--- config.mk ---
export PLATFORM = sky130hd
export DESIGN_NAME = wdog_core
export DESIGN_NICKNAME = d
export VERILOG_FILES = /design/src/rtl/wdog_pkg.sv /design/src/rtl/wdog_regs.sv /design/src/rtl/wdog_counter.sv /design/src/rtl/wdog_core.sv
export SDC_FILE = /design/constraint.sdc
export NUM_CORES = 1
export LEC_CHECK = 0
export BUFFER_PORTS_ARGS = -buffer_cell sky130_fd_sc_hd__buf_2
export CAP_MARGIN = 30
export CORE_UTILIZATION = 49
export DETAILED_ROUTE_END_ITERATION = 7
export GPL_ROUTABILITY_DRIVEN = 0
export PLACE_DENSITY = 0.75
export SKIP_LAST_GASP = 1
export SYNTH_ARGS = -nofsm -noshare
export SYNTH_HDL_FRONTEND = slang
export SYNTH_SLANG_ARGS = --single-unit
--- constraint.sdc ---
create_clock -name clk -period 6.1 [get_ports clk]
set_clock_uncertainty 0.1 [all_clocks]
set_input_delay 1.22 -clock clk [delete_from_list [all_inputs] [get_ports clk]]
set_output_delay 1.22 -clock clk [all_outputs]
set_load 0.01 [all_outputs]
--- src/rtl/wdog_pkg.sv ---
package wdog_pkg;
  localparam int unsigned WDOG_ADDR_W = 2;

  typedef enum logic [WDOG_ADDR_W-1:0] {
    REG_TIMEOUT = 2'd0,
    REG_RUN     = 2'd1,
    REG_SPARE2  = 2'd2,
    REG_SPARE3  = 2'd3
  } wdog_reg_e;
endpackage

--- src/rtl/wdog_regs.sv ---
module wdog_regs
  import wdog_pkg::*;
#(
  parameter int unsigned PRE_W     = 12,
  parameter int unsigned DATA_W    = 32,
  parameter bit          ALWAYS_ON = 1'b1
) (
  input  logic                   clk,
  input  logic                   rst,
  input  logic                   wr,
  input  logic                   priv,
  input  logic [WDOG_ADDR_W-1:0] addr,
  input  logic [DATA_W-1:0]      wdata,
  input  logic                   fired,
  output logic [PRE_W-1:0]       preload,
  output logic                   run,
  output logic                   start,
  output logic [DATA_W-1:0]      rdata
);
  localparam int unsigned PAD_W = DATA_W - PRE_W;

  logic pre_lock;
  logic pre_we;
  logic unused_wbits;

  assign unused_wbits = ^{wdata[DATA_W-1:PRE_W], fired};

  generate
    if (ALWAYS_ON) begin : g_always_on
      assign run      = 1'b1;
      assign start    = 1'b0;
      assign pre_lock = fired;
    end else begin : g_sw_start
      logic run_q;
      assign start    = wr && priv && (addr == REG_RUN) && wdata[0] && !run_q;
      assign run      = run_q;
      assign pre_lock = run_q;

      always_ff @(posedge clk) begin
        if (rst) run_q <= 1'b0;
        else if (start) run_q <= 1'b1;
      end

      // the run bit, once set, survives until reset
      a_r8_run_sticky: assert property (@(posedge clk) disable iff (rst)
        run_q |=> run_q);
    end
  endgenerate

  assign pre_we = wr && priv && (addr == REG_TIMEOUT) && !pre_lock;

  always_ff @(posedge clk) begin
    if (rst) preload <= '1;
    else if (pre_we) preload <= wdata[PRE_W-1:0];
  end

  always_ff @(posedge clk) begin
    if (rst) begin
      rdata <= '0;
    end else begin
      unique case (addr)
        REG_TIMEOUT: rdata <= {{PAD_W{1'b0}}, preload};
        REG_RUN:     rdata <= {{(DATA_W-1){1'b0}}, run};
        default:     rdata <= '0;
      endcase
    end
  end

  // no write without privilege
  a_r2_priv_gate: assert property (@(posedge clk) disable iff (rst)
    (!priv) |=> $stable(preload));

  // a locked timeout value does not move
  a_r8_locked_preload: assert property (@(posedge clk) disable iff (rst)
    pre_lock |=> $stable(preload));

  // upper read bits of the timeout register stay zero
  a_r1_upper_zero: assert property (@(posedge clk) disable iff (rst)
    (addr == REG_TIMEOUT) |=> (rdata[DATA_W-1:PRE_W] == '0));
endmodule

--- src/rtl/wdog_counter.sv ---
module wdog_counter #(
  parameter int unsigned        CNT_W     = 25,
  parameter int unsigned        PRE_W     = 12,
  parameter logic [CNT_W-1:0]   START_VAL = 25'h2DFFFF
) (
  input  logic             clk,
  input  logic             rst,
  input  logic             active,
  input  logic             start,
  input  logic             svc,
  input  logic [PRE_W-1:0] preload,
  output logic             expire,
  output logic             fired
);
  localparam int unsigned FILL_W = CNT_W - PRE_W;

  logic [CNT_W-1:0] cnt;
  logic [CNT_W-1:0] reload;
  logic             at_zero;

  assign reload  = {preload, {FILL_W{1'b1}}};
  assign at_zero = (cnt == '0);

  always_ff @(posedge clk) begin
    if (rst) begin
      cnt    <= START_VAL;
      fired  <= 1'b0;
      expire <= 1'b0;
    end else begin
      expire <= 1'b0;
      if (start) begin
        cnt <= reload;
      end else if (active && !fired) begin
        if (at_zero) begin
          fired  <= 1'b1;
          expire <= 1'b1;
        end else if (svc) begin
          cnt <= reload;
        end else begin
          cnt <= cnt - 1'b1;
        end
      end
    end
  end

  // expiry is a single-cycle pulse
  a_r5_pulse_width: assert property (@(posedge clk) disable iff (rst)
    expire |=> !expire);

  // after expiry the counter rests at zero and stays expired
  a_r5_hold_zero: assert property (@(posedge clk) disable iff (rst)
    fired |=> (fired && at_zero));

  // a service on a non-zero count reloads from the timeout value
  a_r4_reload: assert property (@(posedge clk) disable iff (rst)
    (active && !fired && !start && svc && !at_zero) |=> (cnt == $past(reload)));

  // an unserviced running counter steps down by one
  a_r3_decrement: assert property (@(posedge clk) disable iff (rst)
    (active && !fired && !start && !svc && !at_zero) |=> (cnt == $past(cnt) - 1'b1));

  // reaching zero always fires, service or not
  a_r6_zero_fires: assert property (@(posedge clk) disable iff (rst)
    (active && !fired && !start && at_zero) |=> expire);
endmodule

--- src/rtl/wdog_core.sv ---
module wdog_core
  import wdog_pkg::*;
#(
  parameter int unsigned      CNT_W     = 25,
  parameter int unsigned      PRE_W     = 12,
  parameter int unsigned      DATA_W    = 32,
  parameter bit               ALWAYS_ON = 1'b1,
  parameter logic [CNT_W-1:0] START_VAL = 25'h2DFFFF
) (
  input  logic                   clk,
  input  logic                   rst,
  input  logic                   bus_wr,
  input  logic                   bus_priv,
  input  logic [WDOG_ADDR_W-1:0] bus_addr,
  input  logic [DATA_W-1:0]      bus_wdata,
  output logic [DATA_W-1:0]      bus_rdata,
  input  logic                   service,
  output logic                   expire
);
  logic [PRE_W-1:0] preload;
  logic             run;
  logic             start;
  logic             fired;

  wdog_regs #(
    .PRE_W     (PRE_W),
    .DATA_W    (DATA_W),
    .ALWAYS_ON (ALWAYS_ON)
  ) u_regs (
    .clk     (clk),
    .rst     (rst),
    .wr      (bus_wr),
    .priv    (bus_priv),
    .addr    (bus_addr),
    .wdata   (bus_wdata),
    .fired   (fired),
    .preload (preload),
    .run     (run),
    .start   (start),
    .rdata   (bus_rdata)
  );

  wdog_counter #(
    .CNT_W     (CNT_W),
    .PRE_W     (PRE_W),
    .START_VAL (START_VAL)
  ) u_counter (
    .clk     (clk),
    .rst     (rst),
    .active  (run),
    .start   (start),
    .svc     (service),
    .preload (preload),
    .expire  (expire),
    .fired   (fired)
  );
endmodule

# After elaboration in Yosys (flattened, before gate mapping)
# Cells that the tools add are included.
# classes
mux	4
n_shift	0
n_reduce_logical	8
n_lt_le_gt_ge	0
mul	0
n_eq_ne	1
n_bitwise	2
add_sub_neg	1
div	0
# ops
op	n
$logic_not 25->1	1
$mux 25	1
$sub 25x1->25 const B	1
$pmux 12 s2	1
$logic_and 1x1->1	3
$eq 2x1->1 const B	1
$logic_not 2->1	1
$mux 1	2
$not 1->1	2
$reduce_and 2->1	1
$reduce_or 2->1	1
$logic_not 1->1	1
# word_totals
latchBits	0
mem_bits_ro	0
reg_bits	71
wordCells	21
ram_bits	0
memories	0
in_bits	39

# Depth between registers and ports, before layout
# depth
word_depth	3
depth_mapped	8

# Modules after synthesis
# Synthesis repeated with hierarchy kept, for this count alone.
# unflattened
hier_cells	331
area_unflattened_um2	2852.7
# modules_own_cells
mod	area_each_um2	instances	cells_each
wdog_counter	1804.2	1	234
wdog_regs	1048.5	1	97

# Worst setup path after synthesis
# OpenSTA, ideal clock, no wires.
# synth_timing
path_type	in2reg
start	in bus_addr[0]
end	reg u_regs.preload[10]
slack_ns	3.549
stages	4
required_ns	5.871
n_path_buf	1
arrival_time_ns	2.322
path_cell_list	nor4_1 buf_2 mux2i_1 nand2_1
# synth_via
elab_chain_len	3
# synth_rtl
element	line	source
start, declared	wdog_core.sv:14	input logic [WDOG_ADDR_W-1:0] bus_addr,
$logic_not 2->1	wdog_regs.sv:50	assign pre_we = wr && priv && (addr == REG_TIMEOUT) && !pre_lock;
$logic_and 1x1->1 (2 in series)	wdog_regs.sv:50	
end signal, assigned	wdog_regs.sv:54	else if (pre_we) preload <= wdata[PRE_W-1:0];
end, declared	wdog_regs.sv:15	output logic [PRE_W-1:0] preload,
# No other way between the ends.
# A chain may end at the register's enable or synchronous reset.

==> metrics.txt <==
outcome=finished, final reports clean; Pwr Density=between 200 and 250 mW/mm^2; post-route cell area=0.00283 sq mm; Post-Syn Area=0.00264 sq mm; hold-critical path endpoint=u_regs.rdata[7]; final std cells w/o fill=between 300 and 400; total CTS buffers=5; Synth cell types=59; nets@finish=between 300 and 400; die width=roughly 75 microns; final hold slack=383 ps; minimum clock period=2650 ps; RR Endpoint=u_counter.cnt[7]; M3 GR Usage=0.0410; share of cells above drive strength 1=0.201; Global Route Usage Sum=0.204; crit path DAT=about 2800 ps; clk slew on worst S/H paths=90 ps; # setup viols final=0; synth warn=0; multi-input logic area=between 0.001 and 0.0015 sq mm; I/O pin count=between 70 and 80; final WL=5440 microns; setup TNS=0 ps; hold depth=1; busiest metal layer after global routing=met2; CP max-delay cell=inv_1; final slew viol count=0; die height=between 70 and 80 microns; Max FO, Critical Path=34; r2r startpoint=u_counter.cnt[0]; CP bufs+invs=2; Avg Inst Size Synth=~9 sq um; total grt overflow=0; DRT antenna net count=0; H-tree depth=2; slowest stage delay, CP=570 ps; Final Hold Viols=0; cts repair resizes=0; Worst Path Required=around 6200 ps; Die ar.=around 0.0057 sq mm; hold buffers post-CTS=0; Placed Cells=380; Starting Density=0.513; final core occ=0.551; Row Count=26; DRT iter0 DRCs=about 120; Place WS=3160 ps; clock sink total=51; grt met2 use=0.363; met1 Track Usage GR=0.249; CTS max path bufs=2; Least-Margin Pin Slew=about 940 ps; crit path launch type=primary input; Leak=about 1.1 nW; PortBufs=31; Reg area=~0.0010 sq mm; total number of vias=2155; Filler cells=between 500 and 600; r2r setup slk=between 3000 and 4000 ps; CTS tree=done; Clk Latency, worst-skew pair=roughly 300 ps; Max-Cap Viols=0; root buf cell=clkbuf_8; Top Family by Delay on Critical Path=buffers and inverters; Hold Crit Class=reg2reg; worst vdd ir=about 0.084 mV; RSZ-0062 raised after global routing=no; first-pass GRT wire length=8950 microns; Core ar.=about 0.005 sq mm; largest net degree at the start of global routing=36; Via density=around 5.6; Setup CP Type=in2reg; Synth Register Bits=51; FF-to-FF path depth=8; initial antenna violation count=0; vias in the first global route=1962; final worst slack=between 3000 and 4000 ps; Total Power=about 0.6 mW; Seq/Total Area, Yosys=0.387; detail-routed net length per standard cell=~14 microns; Worst slew margin=0.367; CP Cell Sequence=buf_2 > inv_1 > and3_1 > a22oi_2; Post-DP HPWL=approximately 3700 microns; post-synthesis cell count=about 290; placed instance area=between 0.002 and 0.003 sq mm; hold path startpoint=u_regs.preload[7]; max frequency=between 300 and 400 MHz; Layout area overhead=7.30%; number of diodes=0; Worst Setup End Kind=flip-flop; Pre-antenna DRT Iters=4; DRC=0; post-CTS setup buffers=0; period utilization=0.434
-- final cells by class --
type,instances,share of cell area
Clock buffer,6,0.0256
Clock inverter,2,0.00574
Inverter,4,0.00530
Multi-Input combinational cell,222,0.512
Sequential cell,51,0.361
Tap cell,70,0.0309
Timing Repair Buffer,33,0.0601
-- worst max path at each step --
stage	end	cells past startpoint	slack, ps	from
final	u_counter.cnt[2]	4	3450	rst
after global routing	u_counter.cnt[2]	4	3300	rst
after CTS	u_counter.cnt[2]	4	3480	rst
after detailed placement	u_counter.cnt[2]	4	3160	rst
after global placement	u_counter.cnt[2]	4	3140	rst
after floorplan	u_regs.preload[10]	4	3550	bus_addr[0]
-- power breakdown --
| group | leakage (nW) | switching (mW) | internal (mW) |
|---|---|---|---|
| logic | 0.678 | 0.0350 | 0.0205 |
| registers | 0.417 | 0.00585 | 0.342 |
| clock network | 0.0418 | 0.114 | 0.0826 |
-- placed cells by master (no fill, tap or decap), drive strengths merged, types with 4 or more instances in the layout --
master and count:
or3 5, buf 33, clkbuf 6, o22ai 4
nor2 28, o21ai 22, a21oi 10, inv 5
mux2i 12, nand2 26, and2 12, a32oi 11
nor2b 10, nor3 11, dfxtp 51, nor4 10
conb 20
-- flip-flops by register name (all words and copies together) (netlist names) --
register	flops
u_regs.rdata	12
u_counter.expire	1
u_regs.preload	12
u_counter.fired	1
u_counter.cnt	25
-- cell families after synthesis --
logic type,Yosys count,share of synthesized area
other,1,0.00142
AOI/OAI and AO/OA,65,0.187
DFF,51,0.387
buffers and inverters,40,0.0934
adders and majority gates,2,0.00948
and+or+nand+nor,123,0.276
muxes,12,0.0455
-- cells in the mapped netlist (all sizes together) --
| library cell | n | area [sq um] |
|---|---|---|
| and4 | 1 | 8.76 |
| nor2 | 28 | 108 |
| nand4 | 3 | 25.0 |
| a221o | 1 | 10.0 |
| a21o | 2 | 16.3 |
| inv | 4 | 15.0 |
| nand2 | 26 | 97.6 |
| or3 | 5 | 32.5 |
| a32oi | 11 | 149 |
| a21bo | 1 | 10.0 |
| conb | 1 | 3.75 |
| o21ai | 22 | 110 |
| a22o | 2 | 17.5 |
| or3b | 2 | 17.5 |
| a2bb2oi | 1 | 8.76 |
| ha | 2 | 25.0 |
| a211oi | 1 | 7.51 |
| a21oi | 10 | 53.8 |
| or4 | 2 | 18.8 |
| and4b | 1 | 10.0 |
| a31oi | 2 | 12.5 |
| nand4b | 1 | 23.8 |
| nor4 | 10 | 105 |
| buf | 25 | 186 |
| mux2i | 12 | 120 |
| and2 | 12 | 75.1 |
| o31ai | 1 | 7.51 |
| a22oi | 2 | 20.0 |
| nor3 | 11 | 65.1 |
| o22ai | 4 | 25.0 |
| and3 | 3 | 18.8 |
| nor3b | 2 | 20.0 |
| nand2b | 3 | 18.8 |
| clkbuf | 11 | 45.1 |
| dfxtp | 51 | 1020 |
| o41ai | 2 | 17.5 |
| nor2b | 10 | 62.6 |
| o211ai | 1 | 7.51 |
| nor4b | 2 | 17.5 |
| nand3 | 1 | 5.00 |
| a32o | 2 | 20.0 |
-- metal layers --
metal  up-vias  routed length, microns
met5         -                       0
met2        57                    2610
met1      1027                    2570
met4         0                      67
li1       1063                       -
met3         8                     192
(Power assumes the default switching activity.)
